===== config.mk =====
export PLATFORM = sky130hd
export DESIGN_NAME = adc_regctl
export DESIGN_NICKNAME = d
export VERILOG_FILES = /design/src/rtl/adc_regctl_pkg.sv /design/src/rtl/adc_divcnt.sv /design/src/rtl/adc_pacer.sv /design/src/rtl/adc_trigsel.sv /design/src/rtl/adc_result.sv /design/src/rtl/adc_regctl.sv
export SDC_FILE = /design/constraint.sdc
export NUM_CORES = 1
export LEC_CHECK = 0
export BUFFER_PORTS_ARGS = -buffer_cell sky130_fd_sc_hd__buf_4
export CORE_MARGIN = 1
export CORE_UTILIZATION = 60
export DETAILED_ROUTE_END_ITERATION = 6
export PLACE_DENSITY = 0.9
export SLEW_MARGIN = 20
export SYNTH_ARGS = -nofsm -noshare
export SYNTH_HDL_FRONTEND = slang
export SYNTH_SLANG_ARGS = --single-unit
export TNS_END_PERCENT = 5

===== constraint.sdc =====
create_clock -name clk -period 2.4 [get_ports clk]
set_input_delay 0.12 -clock clk [delete_from_list [all_inputs] [get_ports clk]]
set_output_delay 0.12 -clock clk [all_outputs]
set_load 0.1 [all_outputs]

===== src/rtl/adc_regctl_pkg.sv =====
package adc_regctl_pkg;

   typedef enum logic [1:0] {
      TRG_OFF  = 2'd0,
      TRG_SOFT = 2'd1,
      TRG_PACE = 2'd2,
      TRG_EXT  = 2'd3
   } trig_mode_e;

   localparam logic [3:0] OFS_DIV_BASE = 4'd0;
   localparam logic [3:0] OFS_RES_LO   = 4'd4;
   localparam logic [3:0] OFS_RES_HI   = 4'd5;
   localparam logic [3:0] OFS_GAIN     = 4'd9;
   localparam logic [3:0] OFS_CHAN     = 4'd10;
   localparam logic [3:0] OFS_CTRL     = 4'd11;
   localparam logic [3:0] OFS_SWSTART  = 4'd12;

   localparam int RDY_BIT   = 4;
   localparam int IRQEN_BIT = 4;

endpackage


===== src/rtl/adc_divcnt.sv =====
module adc_divcnt #(
   parameter int W = 16
) (
   input  logic         clk,
   input  logic         rst_n,
   input  logic         run,
   input  logic         step,
   input  logic [W-1:0] div,
   output logic         tick
);

   logic [W-1:0] cnt_q;
   logic         at_end;

   assign at_end = (cnt_q <= W'(1));
   assign tick   = run & step & at_end;

   always_ff @(posedge clk or negedge rst_n) begin
      if (!rst_n) begin
         cnt_q <= '0;
      end else if (!run) begin
         cnt_q <= div;
      end else if (step) begin
         cnt_q <= at_end ? div : cnt_q - W'(1);
      end
   end

endmodule


===== src/rtl/adc_pacer.sv =====
module adc_pacer #(
   parameter int DIV_W  = 16,
   parameter int STAGES = 2
) (
   input  logic                    clk,
   input  logic                    rst_n,
   input  logic                    run,
   input  logic [STAGES*DIV_W-1:0] div_flat,
   output logic                    pace
);

   logic [STAGES:0] step;

   assign step[0] = 1'b1;

   for (genvar g = 0; g < STAGES; g++) begin : g_stage
      adc_divcnt #(.W(DIV_W)) u_cnt (
         .clk   (clk),
         .rst_n (rst_n),
         .run   (run),
         .step  (step[g]),
         .div   (div_flat[g*DIV_W +: DIV_W]),
         .tick  (step[g+1])
      );
   end

   assign pace = step[STAGES];

endmodule


===== src/rtl/adc_trigsel.sv =====
module adc_trigsel
   import adc_regctl_pkg::*;
#(
   parameter int SYNC_STAGES = 2
) (
   input  logic       clk,
   input  logic       rst_n,
   input  trig_mode_e mode,
   input  logic       sw_hit,
   input  logic       pace,
   input  logic       ext_in,
   output logic       req
);

   logic [SYNC_STAGES-1:0] sync_q;
   logic                   ext_prev_q;
   logic                   ext_rise;

   if (SYNC_STAGES == 1) begin : g_sync_one
      always_ff @(posedge clk or negedge rst_n) begin
         if (!rst_n) sync_q <= '0;
         else        sync_q <= ext_in;
      end
   end else begin : g_sync_chain
      always_ff @(posedge clk or negedge rst_n) begin
         if (!rst_n) sync_q <= '0;
         else        sync_q <= {sync_q[SYNC_STAGES-2:0], ext_in};
      end
   end

   always_ff @(posedge clk or negedge rst_n) begin
      if (!rst_n) ext_prev_q <= 1'b0;
      else        ext_prev_q <= sync_q[SYNC_STAGES-1];
   end

   assign ext_rise = sync_q[SYNC_STAGES-1] & ~ext_prev_q;

   always_comb begin
      unique case (mode)
         TRG_SOFT: req = sw_hit;
         TRG_PACE: req = pace;
         TRG_EXT:  req = ext_rise;
         default:  req = 1'b0;
      endcase
   end

endmodule


===== src/rtl/adc_result.sv =====
module adc_result #(
   parameter int DATA_W = 12,
   parameter int CHAN_W = 4
) (
   input  logic              clk,
   input  logic              rst_n,
   input  logic              accept,
   input  logic [CHAN_W-1:0] chan_sel,
   input  logic              conv_done,
   input  logic [DATA_W-1:0] conv_result,
   input  logic              irq_en,
   input  logic              hi_read,
   output logic [DATA_W-1:0] res_q,
   output logic [CHAN_W-1:0] chan_q,
   output logic              rdy_n,
   output logic              irq
);

   logic [CHAN_W-1:0] pend_chan_q;

   always_ff @(posedge clk or negedge rst_n) begin
      if (!rst_n) begin
         res_q       <= '0;
         chan_q      <= '0;
         pend_chan_q <= '0;
         rdy_n       <= 1'b1;
      end else begin
         if (accept) pend_chan_q <= chan_sel;
         if (conv_done) begin
            res_q  <= conv_result;
            chan_q <= pend_chan_q;
            rdy_n  <= 1'b0;
         end else if (accept || hi_read) begin
            rdy_n  <= 1'b1;
         end
      end
   end

   always_ff @(posedge clk or negedge rst_n) begin
      if (!rst_n)                   irq <= 1'b0;
      else if (conv_done && irq_en) irq <= 1'b1;
      else if (hi_read)             irq <= 1'b0;
   end

endmodule


===== src/rtl/adc_regctl.sv =====
module adc_regctl
   import adc_regctl_pkg::*;
#(
   parameter int DATA_W      = 12,
   parameter int CHAN_W      = 4,
   parameter int GAIN_W      = 3,
   parameter int DIV_W       = 16,
   parameter int SYNC_STAGES = 2,
   parameter int ADDR_W      = 4
) (
   input  logic              clk,
   input  logic              rst_n,
   input  logic [ADDR_W-1:0] bus_addr,
   input  logic              bus_wr,
   input  logic              bus_rd,
   input  logic [7:0]        bus_wdata,
   output logic [7:0]        bus_rdata,
   input  logic              ext_trig,
   output logic              conv_start,
   output logic [CHAN_W-1:0] conv_chan,
   output logic [GAIN_W-1:0] conv_gain,
   input  logic              conv_done,
   input  logic [DATA_W-1:0] conv_result,
   output logic              irq
);

   localparam int HI_BITS     = DATA_W - 8;
   localparam int DIV_HI_W    = DIV_W - 8;
   localparam int PACE_STAGES = 2;

   initial begin
      if (DATA_W < 9 || DATA_W > 12) $fatal(1, "DATA_W must be 9..12");
      if (DIV_W < 9 || DIV_W > 16)   $fatal(1, "DIV_W must be 9..16");
      if (CHAN_W < 1 || CHAN_W > 8)  $fatal(1, "CHAN_W must be 1..8");
      if (GAIN_W < 1 || GAIN_W > 8)  $fatal(1, "GAIN_W must be 1..8");
      if (SYNC_STAGES < 1)           $fatal(1, "SYNC_STAGES must be >= 1");
      if (ADDR_W < 4)                $fatal(1, "ADDR_W must be >= 4");
   end

   function automatic logic at_ofs(input logic [ADDR_W-1:0] a, input logic [3:0] ofs);
      return a == ADDR_W'(ofs);
   endfunction

   // ---------------- programmable state ----------------
   logic [GAIN_W-1:0] gain_q;
   logic [CHAN_W-1:0] chan_sel_q;
   trig_mode_e        mode_q;
   logic              irq_en_q;
   logic [7:0]        div_stage_q [PACE_STAGES];
   logic [DIV_W-1:0]  div_q       [PACE_STAGES];
   logic [PACE_STAGES*DIV_W-1:0] div_flat;

   always_ff @(posedge clk or negedge rst_n) begin
      if (!rst_n) begin
         gain_q     <= '0;
         chan_sel_q <= '0;
         mode_q     <= TRG_OFF;
         irq_en_q   <= 1'b0;
         for (int k = 0; k < PACE_STAGES; k++) begin
            div_stage_q[k] <= '0;
            div_q[k]       <= '0;
         end
      end else if (bus_wr) begin
         if (at_ofs(bus_addr, OFS_GAIN)) gain_q     <= bus_wdata[GAIN_W-1:0];
         if (at_ofs(bus_addr, OFS_CHAN)) chan_sel_q <= bus_wdata[CHAN_W-1:0];
         if (at_ofs(bus_addr, OFS_CTRL)) begin
            mode_q   <= trig_mode_e'(bus_wdata[1:0]);
            irq_en_q <= bus_wdata[IRQEN_BIT];
         end
         for (int k = 0; k < PACE_STAGES; k++) begin
            if (at_ofs(bus_addr, OFS_DIV_BASE + 4'(2*k)))
               div_stage_q[k] <= bus_wdata;
            if (at_ofs(bus_addr, OFS_DIV_BASE + 4'(2*k+1)))
               div_q[k] <= {bus_wdata[DIV_HI_W-1:0], div_stage_q[k]};
         end
      end
   end

   for (genvar g = 0; g < PACE_STAGES; g++) begin : g_divflat
      assign div_flat[g*DIV_W +: DIV_W] = div_q[g];
   end

   // ---------------- start path ----------------
   logic pace_tick;
   logic sw_hit;
   logic start_req;
   logic accept;
   logic busy_q;
   logic hi_read;

   assign sw_hit  = bus_wr & at_ofs(bus_addr, OFS_SWSTART);
   assign hi_read = bus_rd & at_ofs(bus_addr, OFS_RES_HI);

   adc_pacer #(.DIV_W(DIV_W), .STAGES(PACE_STAGES)) u_pacer (
      .clk      (clk),
      .rst_n    (rst_n),
      .run      (mode_q == TRG_PACE),
      .div_flat (div_flat),
      .pace     (pace_tick)
   );

   adc_trigsel #(.SYNC_STAGES(SYNC_STAGES)) u_trig (
      .clk    (clk),
      .rst_n  (rst_n),
      .mode   (mode_q),
      .sw_hit (sw_hit),
      .pace   (pace_tick),
      .ext_in (ext_trig),
      .req    (start_req)
   );

   assign accept = start_req & ~busy_q;

   always_ff @(posedge clk or negedge rst_n) begin
      if (!rst_n) begin
         busy_q     <= 1'b0;
         conv_start <= 1'b0;
      end else begin
         conv_start <= accept;
         if (accept)         busy_q <= 1'b1;
         else if (conv_done) busy_q <= 1'b0;
      end
   end

   // ---------------- result capture ----------------
   logic [DATA_W-1:0] res_q;
   logic [CHAN_W-1:0] last_chan_q;
   logic              rdy_n_w;

   adc_result #(.DATA_W(DATA_W), .CHAN_W(CHAN_W)) u_res (
      .clk         (clk),
      .rst_n       (rst_n),
      .accept      (accept),
      .chan_sel    (chan_sel_q),
      .conv_done   (conv_done),
      .conv_result (conv_result),
      .irq_en      (irq_en_q),
      .hi_read     (hi_read),
      .res_q       (res_q),
      .chan_q      (last_chan_q),
      .rdy_n       (rdy_n_w),
      .irq         (irq)
   );

   assign conv_chan = chan_sel_q;
   assign conv_gain = gain_q;

   // ---------------- read mux ----------------
   always_comb begin
      bus_rdata = '0;
      if (at_ofs(bus_addr, OFS_RES_LO)) begin
         bus_rdata = res_q[7:0];
      end else if (at_ofs(bus_addr, OFS_RES_HI)) begin
         bus_rdata[HI_BITS-1:0] = res_q[DATA_W-1:8];
         bus_rdata[RDY_BIT]     = rdy_n_w;
      end else if (at_ofs(bus_addr, OFS_GAIN)) begin
         bus_rdata[GAIN_W-1:0] = gain_q;
      end else if (at_ofs(bus_addr, OFS_CHAN)) begin
         bus_rdata[CHAN_W-1:0] = last_chan_q;
      end else if (at_ofs(bus_addr, OFS_CTRL)) begin
         bus_rdata[1:0]       = mode_q;
         bus_rdata[IRQEN_BIT] = irq_en_q;
      end
   end

endmodule


==> results of run 1 <==
==> path summary, 6_finish.rpt <==
path / from / endpoint / slack [ns]
hold / removal: conv_done / u_res.rdy_n$_DFFE_PN1P_ / 0.06
hold reg to reg: u_trig.sync_q[0]$_DFF_PN0_ / u_trig.sync_q[1]$_DFF_PN0_ / 0.37
setup reg to reg: u_pacer.g_stage[1].u_cnt.cnt_q[0]$_DFFE_PN0P_ / u_pacer.g_stage[1].u_cnt.cnt_q[10]$_DFFE_PN0P_ / 0.15
setup / recovery: mode_q[0]$_DFFE_PN0P_ / bus_rdata[0] / 0.15
min in group asynchronous: rst_n / u_pacer.g_stage[0].u_cnt.cnt_q[13]$_DFF_PN0_ / 0.21
max in group asynchronous: rst_n / u_res.rdy_n$_DFFE_PN1P_ / 1.43
==> metrics by stage <==
| step | utilization, % | cell area (µm²) |
|---|---|---|
| 6_report | 76.7 | 6760 |
| 5_1_grt | 76.7 | 6760 |
| 3_3_place_gp | 67.9 | 5980 |
| 4_1_cts | 76.7 | 6760 |
| 2_1_floorplan | - | 5520 |
| 3_5_place_dp | 67.9 | 5980 |
==> layout by cell type (no fill, tap or decap), types with 4 or more instances in the layout <==
cell / synthesis / routed
nor4_1: 6 / 6
xor2_1: 6 / 6
nor3_1: 10 / 10
mux2i_1: 4 / 4
mux2_2: 77 / 77
nand2_1: 37 / 37
or3_1: 5 / 5
nor2_1: 17 / 17
xnor2_1: 7 / 7
inv_1: 10 / 10
ha_1: 4 / 4
nand2b_1: 5 / 5
nand3_1: 6 / 6
nor2b_1: 6 / 6
o21ai_1: 7 / 9
o22ai_1: 4 / 4
a21oi_1: 8 / 8
buf_4: 1 / 57
a22o_1: 4 / 4
dlygate4sd3_1: 0 / 23
mux2_4: 8 / 8
a22oi_1: 7 / 7
clkinvlp_4: 0 / 4
o21ai_0: 16 / 14
dfrtp_1: 116 / 116
o22a_1: 5 / 5
clkbuf_16: 0 / 16
and3_1: 4 / 4
==> registers in the layout (all words and copies together), names as in the netlist, 2 cells and up <==
name and count:
conv_chan 4, u_res.res_q 12, u_res.pend_chan_q 4, u_res.chan_q 4, mode_q 2, u_pacer.g_stage.u_cnt.cnt_q 32, u_trig.sync_q 2, div_flat 32
div_stage_q 16, conv_gain 3
==> critical path, delay by kind of cell (launching register included) <==
family	cells	cell delay (ns)
AO/OA/AOI/OAI	2	0.54
flip-flops	1	0.45
buffers and inverters	2	0.32
multiplexers	1	0.30
==> logic make-up (layout without fill, tap and decap cells) <==
group           count (synthesis)  count (layout)
mux                            89              89
flops                         117             117
xor+xnor                       13              13
buf+inv                        31             123
fa+ha+maj                       4               4
simple gates                  120             120
compound gates                 75              75
==> timing repair <==
item	4_1_cts	5_1_grt
endpoints found under the setup margin	0	0
endpoints found under the hold margin	109	0
hold buffers	23	0
==> Yosys cell counts, types with 5 or more instances <==
library cell	instances
nor4_1	6
o22a_1	5
a22oi_1	7
nor2b_1	6
o21ai_0	16
nand2_1	37
xor2_1	6
inv_1	10
xnor2_1	7
o21ai_1	7
nand3_1	6
mux2_4	8
nor3_1	10
dfrtp_1	116
a21oi_1	8
nor2_1	17
nand2b_1	5
or3_1	5
buf_2	8
mux2_2	77
clkbuf_1	7
==> cell type report <==
type	count	area, µm²
timing repair buffer	81	678
inverter	10	37.5
tap	108	135
multi-input combinational	301	2430
sequential	117	2930
clock buffer	21	449
clock inverter	11	101
fill	461	2050
==> per-layer routing <==
layer	up-vias	wire length, µm	GRT usage, %
li1	1786	-	-
met1	2102	5670	39.7
met2	259	7640	59.3
met3	63	1070	8.73
met4	0	623	16.4
met5	-	0	0
==> power by group through the flow <==
stage / registers, µW / logic [µW] / clock network [µW]
after CTS: 3110 / 2350 / 2360
after floorplan: 3160 / 1600 / 0
after detailed placement: 3110 / 2260 / 0
after global routing: 3210 / 2590 / 2490
after global placement: 3060 / 2170 / 0
final: 3160 / 2400 / 2380
==> flow_summary.ini, run 1 <==
[status]
status = finished, final reports clean

[synthesis]
ys_warn_count = 0
yosys-top-cells-area = dfrtp_1, mux2_2, nand2_1, mux2_4, o21ai_0
syn_area_um2 = 5520
synth_area_per_cell_um2 = 12.3
synthSimpleGateAreaFrac_pct = 12.7
synth_largest_area_cell = dfrtp_1
synth_edf_count = 0
synth_fa_ha_area_share_pct = 0.907
synth-seq-cells = 117
synth_top_cell_area_share_pct = 52.6
synth-async-reset-ratio_pct = 100
syn-num-nets = 483
synth_compound_area_share_pct = 9.75
synth_top_family_by_area = multiplexers
synth_ff_type = dfrtp_1
synth-xor-area-share_pct = 2.06
yosysSeqAreaShare_pct = 53.1
synth_mux_area_share_pct = 18.6
yosysUniqueCellTypes = 64
syn-instance-count = 449

[power_and_ir_drop]
pwr-share-comb_pct = 30.3
total_power_uw = 7940
intPower_uw = 4990
power_frac_clock_pct = 29.9
p_leak_uw = 0.00302
switching_power_uw = 2950
p_seq_share_pct = 39.8
ir_drop_mv = 0.815
p_per_area_nw_per_um2 = 1170
switching_share_pct = 37.1

[placed_design]
place_congestion = 0.896
io_buffers = 46
dp.cells = 594
dp_slack_ns = 0.173
hpwl_um = 8380

[detailed_routing]
vias = 4210
drt_iter0_drc = 319
post_drt_wl_per_cell_um = 23.1
drc = 0
final_antenna_net_count = 0
wl_um = 15000
viasPerCell = 6.49
dr.pass1.iters = 6

[timing]
fin_ws_ns = 0.151
rsz0062_at_grt = false
min_period_over_period_pct = 93.7
slew_headroom_pct = 52.7
setup_tns_ns = 0
tightest_slew_ns = 0.710
finalClockSkew_ns = 0.00915
hold_viol = 0
holdWs_ns = 0.0613
drv_slew = 0
fmax_mhz = 445
finalCriticalPeriod_ns = 2.25
setup_viol = 0

[floorplan]
die-area_um2 = 9580
start_util_pct = 62.6
pin_count = 47
fp.dieW_um = 97.9
core_um2 = 8810
dieHeight_um = 97.9
row_count = 34

[grt]
grt_overflow_total = 0
grt_pass1_vias = 4548
grt_pass1_wl_um = 24600
grt_use_total_pct = 34.2
grt_max_degree = 55
antenna_found_initial = 0

[layout]
fin_nets = 562
syn_to_final_growth_pct = 22.5
drive_above_1_share_pct = 35.7
stdcell_count = 649
n_antenna_cell = 0

[setup_path]
cp-start-kind = register
path_max_fanout = 6
worst_ep_required_time_ns = 2.28
cpMaxStageDelayCell = dfrtp_1
reg2reg_depth = 7
setup.worst_path.class = register to primary output
cp-end-kind = primary output
critPathMaxStageDelay_ns = 0.45
arrival_ns = 2.13
crit_path_cell_trace = mux2_2, a22o_1, a222oi_1, inv_1, buf_4

[job]
maxCapViolations = 0

[clock_tree]
cts_num_sinks = 117
cts_resized = 0
cts.clk_slew.worst_paths_ns = 0.06
postCtsSetupRepairBufs = 0
cts_tree = built
cts_buffers = 17
cts_root_buf = clkbuf_8
htree_levels = 4
clock_latency_ns = 0.52
cts_buffer_depth = 2

[worst_hold_path]
min_path_type = input pin to register
holdPathStages = 3
Note: power is estimated with default switching activity, not from simulation.
==> run 2, diff against run 1 <==
- CORE_UTILIZATION: 60 -> 54
- PLACE_DENSITY: 0.9 -> 0.86
- SETUP_SLACK_MARGIN: default -> 0.02
- clock period: 2.4 -> 2 ns (I/O delays scaled with it)
==> run 2 against run 1 <==
Non-clock buffer count is 16 higher. Highest routed layer unchanged. Count of clock-buffer cells in the layout is 4 lower. Total power is 32% higher. Routed wire length is 2.3% higher. Combinational power is 40% higher. Via count is 1.8% higher. Clock skew is 0.0024 ns higher. The flow now finishes with violations (design-rule violations, negative setup slack).
==> flow_summary.ini, run 2 (synthesis gave the netlist of run 1 again) <==
[worst_hold_path]
min_path_type = input pin to register
min-delay-start = conv_done

[power_and_ir_drop]
p_leak_uw = 0.00318
total_power_uw = 10500
ir_drop_mv = 0.765
p_per_area_nw_per_um2 = 1460

[timing]
finalCriticalPeriod_ns = 2.16
min_period_over_period_pct = 108
fin_ws_ns = -0.162
rsz0062_at_grt = true
tightest_slew_ns = 0.558
fmax_mhz = 462
slew_headroom_pct = 62.7
hold_viol = 0
drv_slew = 0
finalClockSkew_ns = 0.0115
setup_viol = 5

[setup_path]
crit_path_cell_trace = mux2_2, a22o_1, a222oi_1, inv_2, buf_12
path_max_fanout = 2
critPathLaunch = conv_gain[0]$_DFFE_PN0P_
cpMaxStageDelayCell = dfrtp_1
cp-end-kind = primary output
arrival_ns = 2.06
timing.rr.start = u_pacer.g_stage[0].u_cnt.cnt_q[1]$_DFF_PN0_
cp-start-kind = register
critPathMaxStageDelay_ns = 0.42
setup.worst_path.class = register to primary output
worst_ep_required_time_ns = 1.90

[clock_tree]
cts_buffer_depth = 2
cts_tree = built
clock_latency_ns = 0.52
cts.clk_slew.worst_paths_ns = 0.06
htree_levels = 4
cts_num_sinks = 117
cts_root_buf = clkbuf_8
cts_buffers = 17

[placed_design]
hpwl_um = 8380
io_buffers = 46
dp.cells = 634
place_congestion = 0.915

[layout]
final_common_cell = dfrtp_1
syn_to_final_growth_pct = 29.6
stdcell_count = 690
final_cell_mix = dfrtp_1, mux2_2, buf_4
n_antenna_cell = 0
fin_nets = 578
drive_above_1_share_pct = 41.7
num-fill-cells = 589

[detailed_routing]
top_layer = met4
viasPerCell = 6.21
drt_iter0_drc = 373
final_antenna_net_count = 0
dr.pass1.iters = 7
met3_length_um = 971
drc = 1
vias = 4285
post_drt_wl_per_cell_um = 22.3
wl_um = 15400
wl_met2_um = 7960
m1WireLength_um = 5620

[grt]
antenna_found_initial = 0
grt_use_total_pct = 32.2
grt_pass1_vias = 4610
grt_pass1_wl_um = 24700
grt_overflow_total = 0
grt_max_degree = 72

[status]
status = finished with violations
violations = design-rule violations, negative setup slack

[job]
maxCapViolations = 0

[floorplan]
core_um2 = 9820
start_util_pct = 56.2
row_count = 36
fp.dieW_um = 103
dieHeight_um = 103
die-area_um2 = 10600
pin_count = 47
[run 2: worst max-delay path: cells and delay by family, from the launching register on]
family	cells	cell delay, ns
AO/OA/AOI/OAI	2	0.56
flip-flops	1	0.42
buffers and inverters	2	0.28
multiplexers	1	0.27
[run 2: path summary, 6_finish.rpt]
check                                              endpoint  slack [ns]  cells past startpoint
max reg2reg                u_res.pend_chan_q[0]$_DFFE_PN0P_       -0.03                      8
max in group asynchronous           u_res.rdy_n$_DFFE_PN1P_        1.11                      3
min reg2reg                      u_trig.sync_q[1]$_DFF_PN0_        0.35                      0
max                                            bus_rdata[0]       -0.16                      5
min                                      busy_q$_DFFE_PN0P_        0.04                      3
min in group asynchronous          conv_chan[0]$_DFFE_PN0P_        0.10                      2
[run 2: timing repair]
action,CTS,global route
setup buffers,2,0
endpoints found under the setup margin,17,23
pin swaps,5,0
endpoints found under the hold margin,110,0
resized for setup,14,19
hold buffers,23,0
[run 2: area by class of cell]
type	instances	area (µm²)	area share, %
Tap cell	133	166	2.33
Clock inverter	15	243	3.40
Timing Repair Buffer	97	826	11.6
Inverter	10	37.5	0.525
Sequential cell	117	2930	41.0
Clock buffer	17	414	5.79
Multi-Input combinational cell	301	2530	35.4
[run 2: layer usage]
layer | up-vias | global-route usage (%)
met5 | - | 0
met4 | 0 | 17.4
met1 | 2159 | 37.5
li1 | 1821 | -
met3 | 71 | 7.46
met2 | 234 | 55.2
[run 2: stage by stage]
step,hold WS (ns),cell area [µm²],setup TNS (ns),setup WS [ns],util [%]
6_report,0.0410,7150,-0.202,-0.162,72.8
2_1_floorplan,-0.196,5530,-0.0420,-0.0261,-
3_3_place_gp,0.0688,6130,0,0.0288,62.4
4_1_cts,0.0215,7080,-0.128,-0.128,72.1
3_5_place_dp,0.0769,6130,-0.0618,-0.0417,62.4
5_1_grt,0.0361,7150,-0.400,-0.221,72.8
[run 2: power breakdown]
group | switching (µW) | total (µW) | leakage [µW] | internal, µW
Sequential | 667 | 3720 | 0.00145 | 3050
Clock | 1210 | 3400 | 0.000321 | 2190
Combinational | 1880 | 3360 | 0.00141 | 1480
